### src/rtl/bdm_pkg.sv
package bdm_pkg;
    typedef enum logic [1:0] {
        ST_IDLE  = 2'd0,
        ST_READ  = 2'd1,
        ST_CAPT  = 2'd2,
        ST_WRITE = 2'd3
    } bdm_state_t;
endpackage

### src/rtl/bdm_addr_calc.sv
module bdm_addr_calc #(
    parameter int FILE_W   = 7,
    parameter int BANK_W   = 2,
    parameter int STAT_W   = 8,
    parameter int IND_OFF  = 0,
    parameter int IRP_BIT  = 7,
    parameter int RP_LO    = 5,
    localparam int ADDR_W  = FILE_W + BANK_W,
    localparam int PTR_W   = ADDR_W - 1
) (
    input  logic [FILE_W-1:0] file_sel,
    input  logic [STAT_W-1:0] status_reg,
    input  logic [PTR_W-1:0]  fsr_reg,
    output logic [ADDR_W-1:0] eff_addr,
    output logic              self_ref
);
    logic is_ind;

    always_comb begin
        is_ind = (file_sel == FILE_W'(IND_OFF));
        if (is_ind)
            eff_addr = {status_reg[IRP_BIT], fsr_reg};
        else
            eff_addr = {status_reg[RP_LO+BANK_W-1:RP_LO], file_sel};
        self_ref = is_ind && (eff_addr[FILE_W-1:0] == FILE_W'(IND_OFF));
    end
endmodule

### src/rtl/bdm_ctrl.sv
module bdm_ctrl
    import bdm_pkg::*;
(
    input  logic clk,
    input  logic rst_n,
    input  logic start,
    input  logic do_rd,
    input  logic do_wr,
    output logic accept,
    output logic busy,
    output logic in_read,
    output logic in_capt,
    output logic in_write
);
    bdm_state_t state, nxt;
    logic       wr_pend;

    always_ff @(posedge clk) begin
        if (!rst_n) begin
            state   <= ST_IDLE;
            wr_pend <= 1'b0;
        end else begin
            state <= nxt;
            if (accept) wr_pend <= do_wr;
        end
    end

    always_comb begin
        accept = (state == ST_IDLE) && start && (do_rd || do_wr);
        nxt    = state;
        unique case (state)
            ST_IDLE:  if (accept) nxt = do_rd ? ST_READ : ST_WRITE;
            ST_READ:  nxt = ST_CAPT;
            ST_CAPT:  nxt = wr_pend ? ST_WRITE : ST_IDLE;
            ST_WRITE: nxt = ST_IDLE;
        endcase
    end

    always_comb begin
        busy     = (state != ST_IDLE);
        in_read  = (state == ST_READ);
        in_capt  = (state == ST_CAPT);
        in_write = (state == ST_WRITE);
    end

    // the write state lasts one cycle
    p_write_one_r6: assert property (@(posedge clk) disable iff (!rst_n)
        in_write |=> !in_write);
    // a read state is always followed by the capture state
    p_read_then_capt_r7: assert property (@(posedge clk) disable iff (!rst_n)
        in_read |=> in_capt);
    // start while busy does not restart a read
    p_busy_no_restart_r9: assert property (@(posedge clk) disable iff (!rst_n)
        (busy && start && !in_capt) |=> !in_read);
endmodule

### src/rtl/bdm_addr_unit.sv
module bdm_addr_unit #(
    parameter int FILE_W  = 7,
    parameter int BANK_W  = 2,
    parameter int DATA_W  = 8,
    parameter int IND_OFF = 0,
    parameter int IRP_BIT = 7,
    parameter int RP_LO   = 5,
    localparam int ADDR_W = FILE_W + BANK_W,
    localparam int PTR_W  = ADDR_W - 1
) (
    input  logic              clk,
    input  logic              rst_n,
    input  logic              start,
    input  logic              do_rd,
    input  logic              do_wr,
    input  logic [FILE_W-1:0] file_sel,
    input  logic [DATA_W-1:0] status_reg,
    input  logic [PTR_W-1:0]  fsr_reg,
    input  logic [DATA_W-1:0] wdata_in,
    input  logic [DATA_W-1:0] ram_rdata,
    output logic              busy,
    output logic [ADDR_W-1:0] ram_rd_addr,
    output logic              ram_rd_en,
    output logic [ADDR_W-1:0] ram_wr_addr,
    output logic              ram_wr_en,
    output logic [DATA_W-1:0] ram_wdata,
    output logic [DATA_W-1:0] rdata_out,
    output logic              rdata_valid
);
    logic [ADDR_W-1:0] eff_addr, addr_q;
    logic              self_ref, self_q;
    logic              accept, in_read, in_capt, in_write;

    bdm_addr_calc #(
        .FILE_W(FILE_W), .BANK_W(BANK_W), .STAT_W(DATA_W),
        .IND_OFF(IND_OFF), .IRP_BIT(IRP_BIT), .RP_LO(RP_LO)
    ) u_calc (
        .file_sel(file_sel), .status_reg(status_reg), .fsr_reg(fsr_reg),
        .eff_addr(eff_addr), .self_ref(self_ref)
    );

    bdm_ctrl u_ctrl (
        .clk(clk), .rst_n(rst_n), .start(start), .do_rd(do_rd), .do_wr(do_wr),
        .accept(accept), .busy(busy), .in_read(in_read),
        .in_capt(in_capt), .in_write(in_write)
    );

    always_ff @(posedge clk) begin
        if (!rst_n) begin
            addr_q <= '0;
            self_q <= 1'b0;
        end else if (accept) begin
            addr_q <= eff_addr;
            self_q <= self_ref;
        end
    end

    always_comb begin
        ram_rd_addr = addr_q;
        ram_wr_addr = addr_q;
        ram_rd_en   = in_read && !self_q;
        ram_wr_en   = in_write && !self_q;
        ram_wdata   = wdata_in;
        rdata_valid = in_capt;
        rdata_out   = (in_capt && !self_q) ? ram_rdata : '0;
    end

    // a self-referencing access never strobes a RAM read
    p_no_self_read_r4: assert property (@(posedge clk) disable iff (!rst_n)
        (self_q && busy) |-> !ram_rd_en);
    // a self-referencing access never strobes a RAM write
    p_no_self_write_r5: assert property (@(posedge clk) disable iff (!rst_n)
        (self_q && busy) |-> !ram_wr_en);
    // the latched address holds while an operation runs
    p_addr_held_r10: assert property (@(posedge clk) disable iff (!rst_n)
        (busy && $past(busy)) |-> $stable(ram_rd_addr));
    // a read strobe is followed by valid data
    p_rd_then_valid_r7: assert property (@(posedge clk) disable iff (!rst_n)
        ram_rd_en |=> rdata_valid);
endmodule

### config.mk
export PLATFORM = sky130hd
export DESIGN_NAME = bdm_addr_unit
export DESIGN_NICKNAME = d
export VERILOG_FILES = /design/src/rtl/bdm_pkg.sv /design/src/rtl/bdm_addr_calc.sv /design/src/rtl/bdm_ctrl.sv /design/src/rtl/bdm_addr_unit.sv
export SDC_FILE = /design/constraint.sdc
export NUM_CORES = 1
export LEC_CHECK = 0
export BUFFER_PORTS_ARGS = -buffer_cell sky130_fd_sc_hd__buf_2
export CAP_MARGIN = 20
export CORE_UTILIZATION = 36
export DETAILED_ROUTE_END_ITERATION = 12
export GPL_ROUTABILITY_DRIVEN = 0
export PLACE_DENSITY = 0.85
export SLEW_MARGIN = 15
export SYNTH_ARGS = -nofsm -noshare
export SYNTH_HDL_FRONTEND = slang
export SYNTH_SLANG_ARGS = --single-unit
### constraint.sdc
create_clock -name clk -period 1.9 [get_ports clk]
set_input_delay 0.19 -clock clk [delete_from_list [all_inputs] [get_ports clk]]
set_output_delay 0.19 -clock clk [all_outputs]
set_load 0.03 [all_outputs]
Word level (Yosys, flattened, before mapping)
Index checks and enable logic that the tools add are counted.

cells by class
  eq/ne operators = 4
  muxes and demuxes = 6
  reductions and logical operators = 12

operators by type and width
  cell                                           count
  logical NOT 7 bit                              2
  2-to-1 mux 9 bit                               1
  2-to-1 mux 8 bit                               1
  case mux 2 bit (4 select lines)                1
  logical AND 1 bit                              6
  2-to-1 mux 2 bit                               3
  == test 2 bit, second input constant           2
  == test 2 x 1 -> 1 bit, second input constant  1
  logical NOT 2 bit                              1
  inequality test 2 bit, second input constant   1
  nonzero test 2 bit                             1
  logical NOT 1 bit                              1
  logical OR 1 bit                               1

storage, ports and cells
  register bits = 13
  input port bits = 44
  output and inout bits = 38
  word-level logic and storage cells = 26

Longest topological paths before layout
Gate-level depths: netlist of the first run.

  word-level depth = 5
  depth in mapped cells = 5

Modules after synthesis
From an unflattened synthesis of the first run, not the netlist that was laid out.

second synthesis, totals
  cell total of the unflattened synthesis = 93
  area, all modules = 880.8 µm²

by module, submodules not included
  module         times used  cells an instance  area each (µm²)  seq. area each (µm²)
  bdm_addr_unit  1           59                 573.0            200.2
  bdm_ctrl       1           20                 172.7            60.1
  bdm_addr_calc  1           14                 135.1            0.0

Worst setup path after synthesis of the first run
OpenSTA, ideal clock, no wires.

  path kind = reg2out
  start = register u_ctrl.state[1]
  end = output rdata_out[0]
  data arrival time = 1.688 ns
  setup slack = 0.022 ns
  stages on the path, launching flop included = 5
  buffers on the path = 1
  cells stage by stage = dfxtp_1 > clkbuf_1 > nor2b_1 > nor2b_1 > and2_1

between the ends
  longest elaborated chain between the ends = 3

RTL lines
  element                 line                 source
  from (decl)             bdm_ctrl.sv:15       bdm_state_t state, nxt;
  from (signal assigned)  bdm_ctrl.sv:23       state <= nxt;
  == test 2 bit           bdm_ctrl.sv:42       in_capt = (state == ST_CAPT);
  named net rdata_valid   bdm_addr_unit.sv:28  output logic rdata_valid
  logical AND 1 bit       bdm_addr_unit.sv:65  rdata_out = (in_capt && !self_q) ? ram_rdata : '0;
  2-to-1 mux 8 bit        bdm_addr_unit.sv:65
  to (decl)               bdm_addr_unit.sv:27  output logic [DATA_W-1:0] rdata_out,

The timed path passes the listed nets, and every way through them passes these cells.

Worst setup path in the final report of the first run
  start = register u_ctrl.state[1]
  end = output rdata_out[1]

between the ends
  longest elaborated chain between the ends = 3

RTL lines
  element            line
  == test 2 bit      bdm_ctrl.sv:42
  logical AND 1 bit  bdm_addr_unit.sv:65
  2-to-1 mux 8 bit   bdm_addr_unit.sv:65

Every way passes these cells.

==> results.py, run 1 <==
metrics = {
    "grt": {
        "overflow": 0,
        "antenna_found_initial": 0,
        "grt_pass1_vias": 826,
        "grt_max_degree": 11,
        "grt_util_all_layers": 0.166,
        "grt_pass1_wl_um": 3410,
    },
    "cells_and_area": {
        "diodes": 0,
        "layout_common_cells": "60 x buf_2, 13 x dfxtp_1, 9 x nor3_1",
        "nets": 195,
        "final_util": 0.490,
        "drive_gt1_frac": 0.473,
        "area_delta_synth_final_pct": 24.8,
        "layout_commonest_cell": "buf_2",
    },
    "worst_setup_path": {
        "crit_family": "simple AND/OR/NAND/NOR gates",
        "arrival_ns": 1.53,
        "cp_cell_sequence": "nor2b_1, nor2b_2, and2_1, buf_2",
        "critical_path_class": "flop to output pin",
        "cp-end-kind": "output pin",
        "cp-start-kind": "flop",
        "worst-path-buf-inv": 1,
        "cpMaxStageDelayCell": "dfxtp_1",
        "required_ns": 1.71,
        "slowest_delay_ns": 0.46,
        "crit_fanout": 8,
    },
    "sta": {
        "max_freq_mhz": 581,
        "clock_skew_ns": 0.00212,
        "finalCriticalPeriod_ns": 1.72,
        "period_share": 0.906,
        "max_slew_margin": 0.578,
        "finalHoldViolations": 0,
        "slew_viol_final": 0,
        "worst_pin_slew_ns": 0.627,
        "setup_viol": 0,
        "hold_ws_ns": 0.189,
    },
    "floorplanning": {
        "die_x_um": 51.9,
        "dieArea_sq_mm": 0.00269,
        "ios": 82,
        "die_h_um": 51.9,
        "rows": 17,
        "start_util": 0.393,
        "core_sq_mm": 0.00228,
    },
    "outcome": {
        "status": "completed",
    },
    "clock_tree": {
        "cts_buffers": 3,
        "clock-sinks": 13,
        "cts_root_buf": "clkbuf_4",
        "clkSlewWorstSetupHoldPaths_ns": 0.08,
        "h-tree-depth": 1,
        "clockBufferDepth": 2,
        "cts_tree": "done",
        "clk_latency_ns": 0.27,
    },
    "yosys": {
        "async_flop_share": 0,
        "yosys_warnings": 0,
        "synth_edf_count": 0,
        "synth_area_sq_um": 895,
        "syn_nets": 151,
        "ys_seq_area_frac": 0.291,
        "synth_top_area_share": 0.291,
        "synthDistinctLibCells": 33,
        "synth_seq_cells": 13,
        "synth_top_flop_cell": "dfxtp_1",
        "syn_inst": 107,
        "synth_area_per_cell_sq_um": 8.36,
        "yosys.area.top_type": "dfxtp_1",
        "synth_area_leaders": "dfxtp_1 29%, buf_4 14%, o311a_1 6.7%",
    },
    "power_and_ir_drop": {
        "peakVddDrop_v": 0.000388,
        "power.density_mw_per_mm2": 725,
        "leakage_nw": 0.616,
        "finalPower_uw": 809,
    },
    "detailed_routing": {
        "route.detailed.drc": 0,
        "first_iter_violations": 27,
        "drt_pass1_iterations": 4,
        "vias_per_cell": 5.22,
        "vias": 929,
        "drt-total-wl_um": 2210,
        "drt-wirelength-per-cell_um": 12.4,
        "ant_nets": 0,
    },
    "place": {
        "dpl.hpwl_um": 1810,
        "port_buffers": 60,
    },
    "job": {
        "maxCapViolations": 0,
    },
    "min_path": {
        "hp-class": "input pin to flop",
    },
}
==> final timing paths <==
check                        from        endpoint  slack [ns]  cells after the start
setup / recovery  u_ctrl.state[1]    rdata_out[1]        0.18                      4
hold / removal        file_sel[1]  ram_rd_addr[1]        0.19                      2
setup reg to reg  u_ctrl.state[1]  ram_rd_addr[0]        0.25                      3
hold reg to reg    u_ctrl.wr_pend  u_ctrl.wr_pend        0.52                      2
==> per-layer routing <==
metal,GRT usage,vias to the layer above,part of all wire
met4,0.0811,0,0.0054
met5,0,-,0
met1,0.204,413,0.44
li1,-,459,-
met3,0.0205,6,0.10
met2,0.282,51,0.45
==> registers in the layout, indices dropped and copies added, names as in the netlist <==
signal          flops
ram_rd_addr         9
u_ctrl.wr_pend      1
self_q              1
u_ctrl.state        2
==> repair_timing <==
item	CTS	global route
gates resized for setup	0	1
hold buffers	0	0
endpoints found under the hold margin	0	0
setup buffers	0	0
setup endpoints to repair	0	8
==> logic make-up (layout without fill, tap and decap cells) <==
group | Yosys count | in the layout | share of synthesized area
compound gates | 25 | 25 | 0.235
flops | 13 | 13 | 0.291
buf+inv | 31 | 74 | 0.210
mux | 1 | 1 | 0.0112
simple gates | 37 | 37 | 0.253
==> metrics by stage <==
step           cell area [sq um]  instances  setup TNS, ns  setup WS, ns
2_1_floorplan                895        107              0        0.0224
3_3_place_gp                1090        174              0         0.320
3_5_place_dp                1090        174              0         0.259
4_1_cts                     1110        178              0        0.0516
5_1_grt                     1120        178       -0.00152      -0.00152
6_report                    1120        178              0         0.178
==> final cells by class <==
class / instances / area (sq um)
Multi-Input combinational cell: 63 / 449
Inverter: 8 / 30.0
Clock buffer: 4 / 26.3
Sequential cell: 13 / 260
Timing Repair Buffer: 62 / 315
Fill cell: 237 / 1160
Tap cell: 28 / 35.0
==> synth_stat cells, drive strengths merged, types with 3 or more instances <==
cell	n
dfxtp	13
clkbuf	4
a21oi	3
buf	19
and2	8
a21o	7
inv	8
nor4	3
or3	3
nor3	9
o311a	7
==> power breakdown <==
group          internal [mW]  switching [mW]  leakage [nW]
combinational          0.118           0.208         0.494
clock                 0.0811          0.0822        0.0150
sequential             0.297          0.0223         0.107
total                  0.496           0.313         0.616
Power figures use the tool's default switching activity.
==> run 2: changes to the inputs <==
PLACE_DENSITY = 0.86   (was 0.85)
SYNTH_HIERARCHICAL = 1   (was unset)
==> run 2 against run 1 <==
- count of clock-buffer cells in the layout did not move
- total power down 8.5%
- combinational power down 19%
- setup slack improved by 0.090 ns
- non-clock buffer count down 1
- sequential share of layout area grew 0.10 points
- sequential cell count did not move
- routed wire length down 8.6%
- critical path type unchanged
- largest cell class unchanged
==> results.py, run 2 <==
metrics = {
    "sta": {
        "max_slew_margin": 0.707,
        "finalCriticalPeriod_ns": 1.63,
        "worst_pin_slew_ns": 0.439,
        "rsz0062_at_grt": "no",
        "slew_viol_final": 0,
        "fin_ws_ns": 0.269,
        "setup_viol": 0,
        "finalHoldViolations": 0,
        "clock_skew_ns": 0.000521,
        "setup_tns_ns": 0,
        "max_freq_mhz": 613,
        "period_share": 0.859,
    },
    "worst_setup_path": {
        "required_ns": 1.71,
        "crit_fanout": 8,
        "cp-start-kind": "flop",
        "cp-end-kind": "output pin",
        "arrival_ns": 1.44,
        "critical_path_class": "flop to output pin",
    },
    "job": {
        "maxCapViolations": 0,
    },
    "cells_and_area": {
        "final_util": 0.493,
        "final_cells": 168,
        "area_delta_synth_final_pct": 26.1,
        "diodes": 0,
        "nets": 185,
        "largest_reg_flops": 9,
        "layout_commonest_cell": "buf_2",
        "layout_common_cells": "60 x buf_2, 13 x nor2b_1, 13 x dfxtp_1",
        "drive_gt1_frac": 0.586,
    },
    "detailed_routing": {
        "ant_nets": 0,
        "vias_per_cell": 4.61,
        "drt_pass1_iterations": 2,
        "vias": 775,
        "route.detailed.drc": 0,
        "drt-wirelength-per-cell_um": 12.0,
        "drt-total-wl_um": 2020,
        "first_iter_violations": 4,
    },
    "clock_tree": {
        "clock-sinks": 13,
        "cts_buffers": 3,
        "hold_buffers": 0,
        "postCtsSetupRepairBufs": 0,
        "cts_resized": 0,
        "clockBufferDepth": 2,
        "clkSlewWorstSetupHoldPaths_ns": 0.08,
        "clk_latency_ns": 0.27,
        "cts_tree": "done",
        "h-tree-depth": 1,
        "cts_root_buf": "clkbuf_4",
    },
    "floorplanning": {
        "rows": 17,
        "ios": 82,
        "core_sq_mm": 0.00225,
        "die_h_um": 51.5,
        "dieArea_sq_mm": 0.00265,
        "die_x_um": 51.5,
        "start_util": 0.391,
    },
    "yosys": {
        "synth_area_leaders": "dfxtp_1 30%, buf_4 14%, mux2i_1 13%",
        "synth_top_area_share": 0.295,
        "ys_seq_area_frac": 0.295,
        "syn_nets": 137,
        "yosys_warnings": 6,
        "synthDistinctLibCells": 26,
        "synth_seq_cells": 13,
        "synth_area_per_cell_sq_um": 9.47,
        "synth_top_flop_cell": "dfxtp_1",
        "synth_area_sq_um": 881,
        "synth.most_common_cell": "buf_4",
        "async_flop_share": 0,
        "yosys.area.top_type": "dfxtp_1",
        "yosys-top-cells-count": "17 x buf_4, 13 x dfxtp_1, 13 x nor2b_1",
        "synth_edf_count": 0,
        "syn_inst": 93,
    },
    "power_and_ir_drop": {
        "finalPower_uw": 740,
        "leakage_nw": 0.607,
        "peakVddDrop_v": 0.000415,
        "power.density_mw_per_mm2": 666,
    },
    "grt": {
        "antenna_found_initial": 0,
        "grt_pass1_vias": 754,
        "grt_pass1_wl_um": 3200,
        "grt_util_all_layers": 0.165,
        "grt_max_degree": 15,
        "overflow": 0,
    },
    "outcome": {
        "status": "completed",
    },
    "place": {
        "dpl.hpwl_um": 1640,
        "port_buffers": 60,
        "pre_cts_ws_ns": 0.0932,
        "dp.cells": 164,
    },
    "min_path": {
        "hp-class": "input pin to flop",
    },
}
==> run 2: path summary, 6_finish.rpt <==
path	startpoint	end	slack, ns	cells after the start
setup / recovery	u_ctrl/state[1]	rdata_out[4]	0.27	4
hold / removal	do_wr	u_ctrl/wr_pend	0.20	3
setup reg to reg	u_ctrl/state[0]	ram_rd_addr[5]	0.49	4
hold reg to reg	u_ctrl/wr_pend	u_ctrl/wr_pend	0.51	2
==> run 2: per-layer routing <==
metal  track usage  vias up  wire (um)
met5             0        -          0
met4        0.0315        0          8
met3        0.0536        4        138
met2         0.316       38       1020
met1         0.172      339        850
li1              -      394          -
==> run 2: power by group <==
part / switching, mW / internal (mW) / leakage, nW
Combinational: 0.161 / 0.103 / 0.485
Sequential: 0.0158 / 0.291 / 0.106
Clock: 0.0874 / 0.0812 / 0.0150
==> run 2: area by class of cell <==
cell class	instances	area (sq um)
well taps	28	35.0
inverters	1	3.75
multi-input cells	61	478
repair buffers	61	308
fillers	235	1140
clock buffers	4	26.3
flip-flops and latches	13	260
==> run 2: logic make-up after synthesis <==
group                  count (synthesis)  synth area share
buffers and inverters                 19             0.162
DFF                                   13             0.295
AOI/OAI and AO/OA                     11             0.102
and+or+nand+nor                       37             0.290
muxes                                 13             0.151
==> run 2: worst max-delay path, stage by stage, from the launching register on <==
cell,delay (ns)
dfxtp_1,0.42
and2b_2,0.18
nor2b_2,0.23
and2_1,0.15
buf_2,0.19
==> run 2: stage by stage <==
step | area, sq um | hold slack [ns]
3_3_place_gp | 1080 | 0.380
4_1_cts | 1110 | 0.182
3_5_place_dp | 1080 | 0.380
6_report | 1110 | 0.199
5_1_grt | 1110 | 0.198
2_1_floorplan | 881 | 0.318
==> run 3: changes to the inputs <==
REMOVE_ABC_BUFFERS = 1   (was unset)
==> run 3 against run 2 <==
- register-to-register slack about the same
- clock skew up 0.0010 ns
- critical path type unchanged
- clock power about the same
- count of clock-buffer cells in the layout unchanged
- setup slack worse by 0.019 ns
- sequential cell count unchanged
- sequential share of layout area unchanged
- global-route usage about the same
- total power up 0.17%
- core utilization unchanged
- routed wire length up 4.4%
- first-iteration DRC count up 50%
==> results.py, run 3 (same netlist as run 2, synthesis figures left out) <==
metrics = {
    "outcome": {
        "status": "completed",
    },
    "detailed_routing": {
        "drt-wirelength-per-cell_um": 12.5,
        "vias": 781,
        "first_iter_violations": 6,
        "ant_nets": 0,
        "route.detailed.drc": 0,
        "drt-total-wl_um": 2110,
        "drt_pass1_iterations": 3,
        "vias_per_cell": 4.65,
    },
    "place": {
        "port_buffers": 60,
        "dp.cells": 164,
        "placed_area_sq_mm": 0.00108,
        "dpl.hpwl_um": 1700,
        "pre_cts_ws_ns": 0.0986,
    },
    "cells_and_area": {
        "drive_gt1_frac": 0.586,
        "design_area_sq_mm": 0.00111,
        "final_util": 0.493,
        "layout_common_cells": "60 x buf_2, 13 x nor2b_1, 13 x dfxtp_1",
        "largest_reg_flops": 9,
        "nets": 185,
        "area_delta_synth_final_pct": 26.1,
        "diodes": 0,
        "final_cells": 168,
        "layout_commonest_cell": "buf_2",
    },
    "power_and_ir_drop": {
        "power.density_mw_per_mm2": 667,
        "peakVddDrop_v": 0.000392,
        "finalPower_uw": 741,
        "leakage_nw": 0.607,
    },
    "floorplanning": {
        "ios": 82,
        "dieArea_sq_mm": 0.00265,
        "rows": 17,
        "start_util": 0.391,
        "core_sq_mm": 0.00225,
        "die_x_um": 51.5,
        "die_h_um": 51.5,
    },
    "min_path": {
        "hold_start": "do_wr",
        "hold_depth": 3,
        "holdPathEnd": "u_ctrl/wr_pend",
        "hp-class": "input pin to flop",
    },
    "worst_setup_path": {
        "reg2reg_to": "ram_rd_addr[8]",
        "rrSetupSlack_ns": 0.49,
        "arrival_ns": 1.46,
        "rr_worst_depth": 4,
        "cp-start-kind": "flop",
        "required_ns": 1.71,
        "cp-end-kind": "output pin",
        "worstReg2RegStart": "u_ctrl/state[0]",
        "crit_fanout": 8,
        "critical_path_class": "flop to output pin",
    },
    "sta": {
        "setup_tns_ns": 0,
        "max_slew_margin": 0.704,
        "finalCriticalPeriod_ns": 1.65,
        "setup_viol": 0,
        "rsz0062_at_grt": "no",
        "hold_ws_ns": 0.192,
        "worst_pin_slew_ns": 0.443,
        "period_share": 0.868,
        "fin_ws_ns": 0.250,
        "slew_viol_final": 0,
        "clock_skew_ns": 0.00155,
        "finalHoldViolations": 0,
        "max_freq_mhz": 606,
    },
    "grt": {
        "grt_pass1_vias": 772,
        "grt_pass1_wl_um": 3180,
        "grt_util_all_layers": 0.165,
        "overflow": 0,
        "antenna_found_initial": 0,
        "grt_max_degree": 15,
    },
    "clock_tree": {
        "cts_buffers": 3,
        "clock-sinks": 13,
        "hold_buffers": 0,
        "clkSlewWorstSetupHoldPaths_ns": 0.08,
        "cts_root_buf": "clkbuf_4",
        "cts_resized": 0,
        "h-tree-depth": 1,
        "postCtsSetupRepairBufs": 0,
        "clockBufferDepth": 2,
        "clk_latency_ns": 0.27,
        "cts_tree": "done",
    },
    "job": {
        "maxCapViolations": 0,
    },
}
## run 3: cell counts in the layout (fill, tap and decap cells not counted)
Identical to the previous run, type by type.
## run 3: worst max path at each step
stage	to	startpoint	depth (start not counted)	slack [ns]
final	rdata_out[7]	u_ctrl/state[1]	4	0.25
after global routing	rdata_out[0]	u_ctrl/state[1]	4	0.13
after CTS	rdata_out[7]	u_ctrl/state[1]	4	0.23
after detailed placement	ram_rd_addr[8]	file_sel[5]	6	0.1
after global placement	ram_rd_addr[8]	file_sel[5]	6	0.16
after floorplan	ram_rd_addr[7]	file_sel[5]	5	0.19
## run 3: layout make-up
type	instances	area (sq um)
repair buffers	61	308
multi-input cells	61	478
clock buffers	4	26.3
flip-flops and latches	13	260
fillers	217	1140
well taps	28	35.0
inverters	1	3.75
## run 3: layer usage
layer / GRT usage / wire length (um) / vias up / share of wire
met5: 0 / 0 / - / 0
met1: 0.166 / 807 / 343 / 0.38
li1: - / - / 390 / -
met2: 0.288 / 1050 / 46 / 0.50
met3: 0.0774 / 242 / 2 / 0.11
met4: 0.0676 / 10 / 0 / 0.0047
## run 3: where the power goes
part / switching [mW] / internal, mW
combinational: 0.161 / 0.103
sequential: 0.0149 / 0.291
clock: 0.0891 / 0.0812
## run 3: worst max-delay path, stage by stage (launching register included)
cell     delay, ns
dfxtp_1       0.43
and2b_2       0.18
nor2b_2       0.23
and2_1        0.16
buf_2         0.19
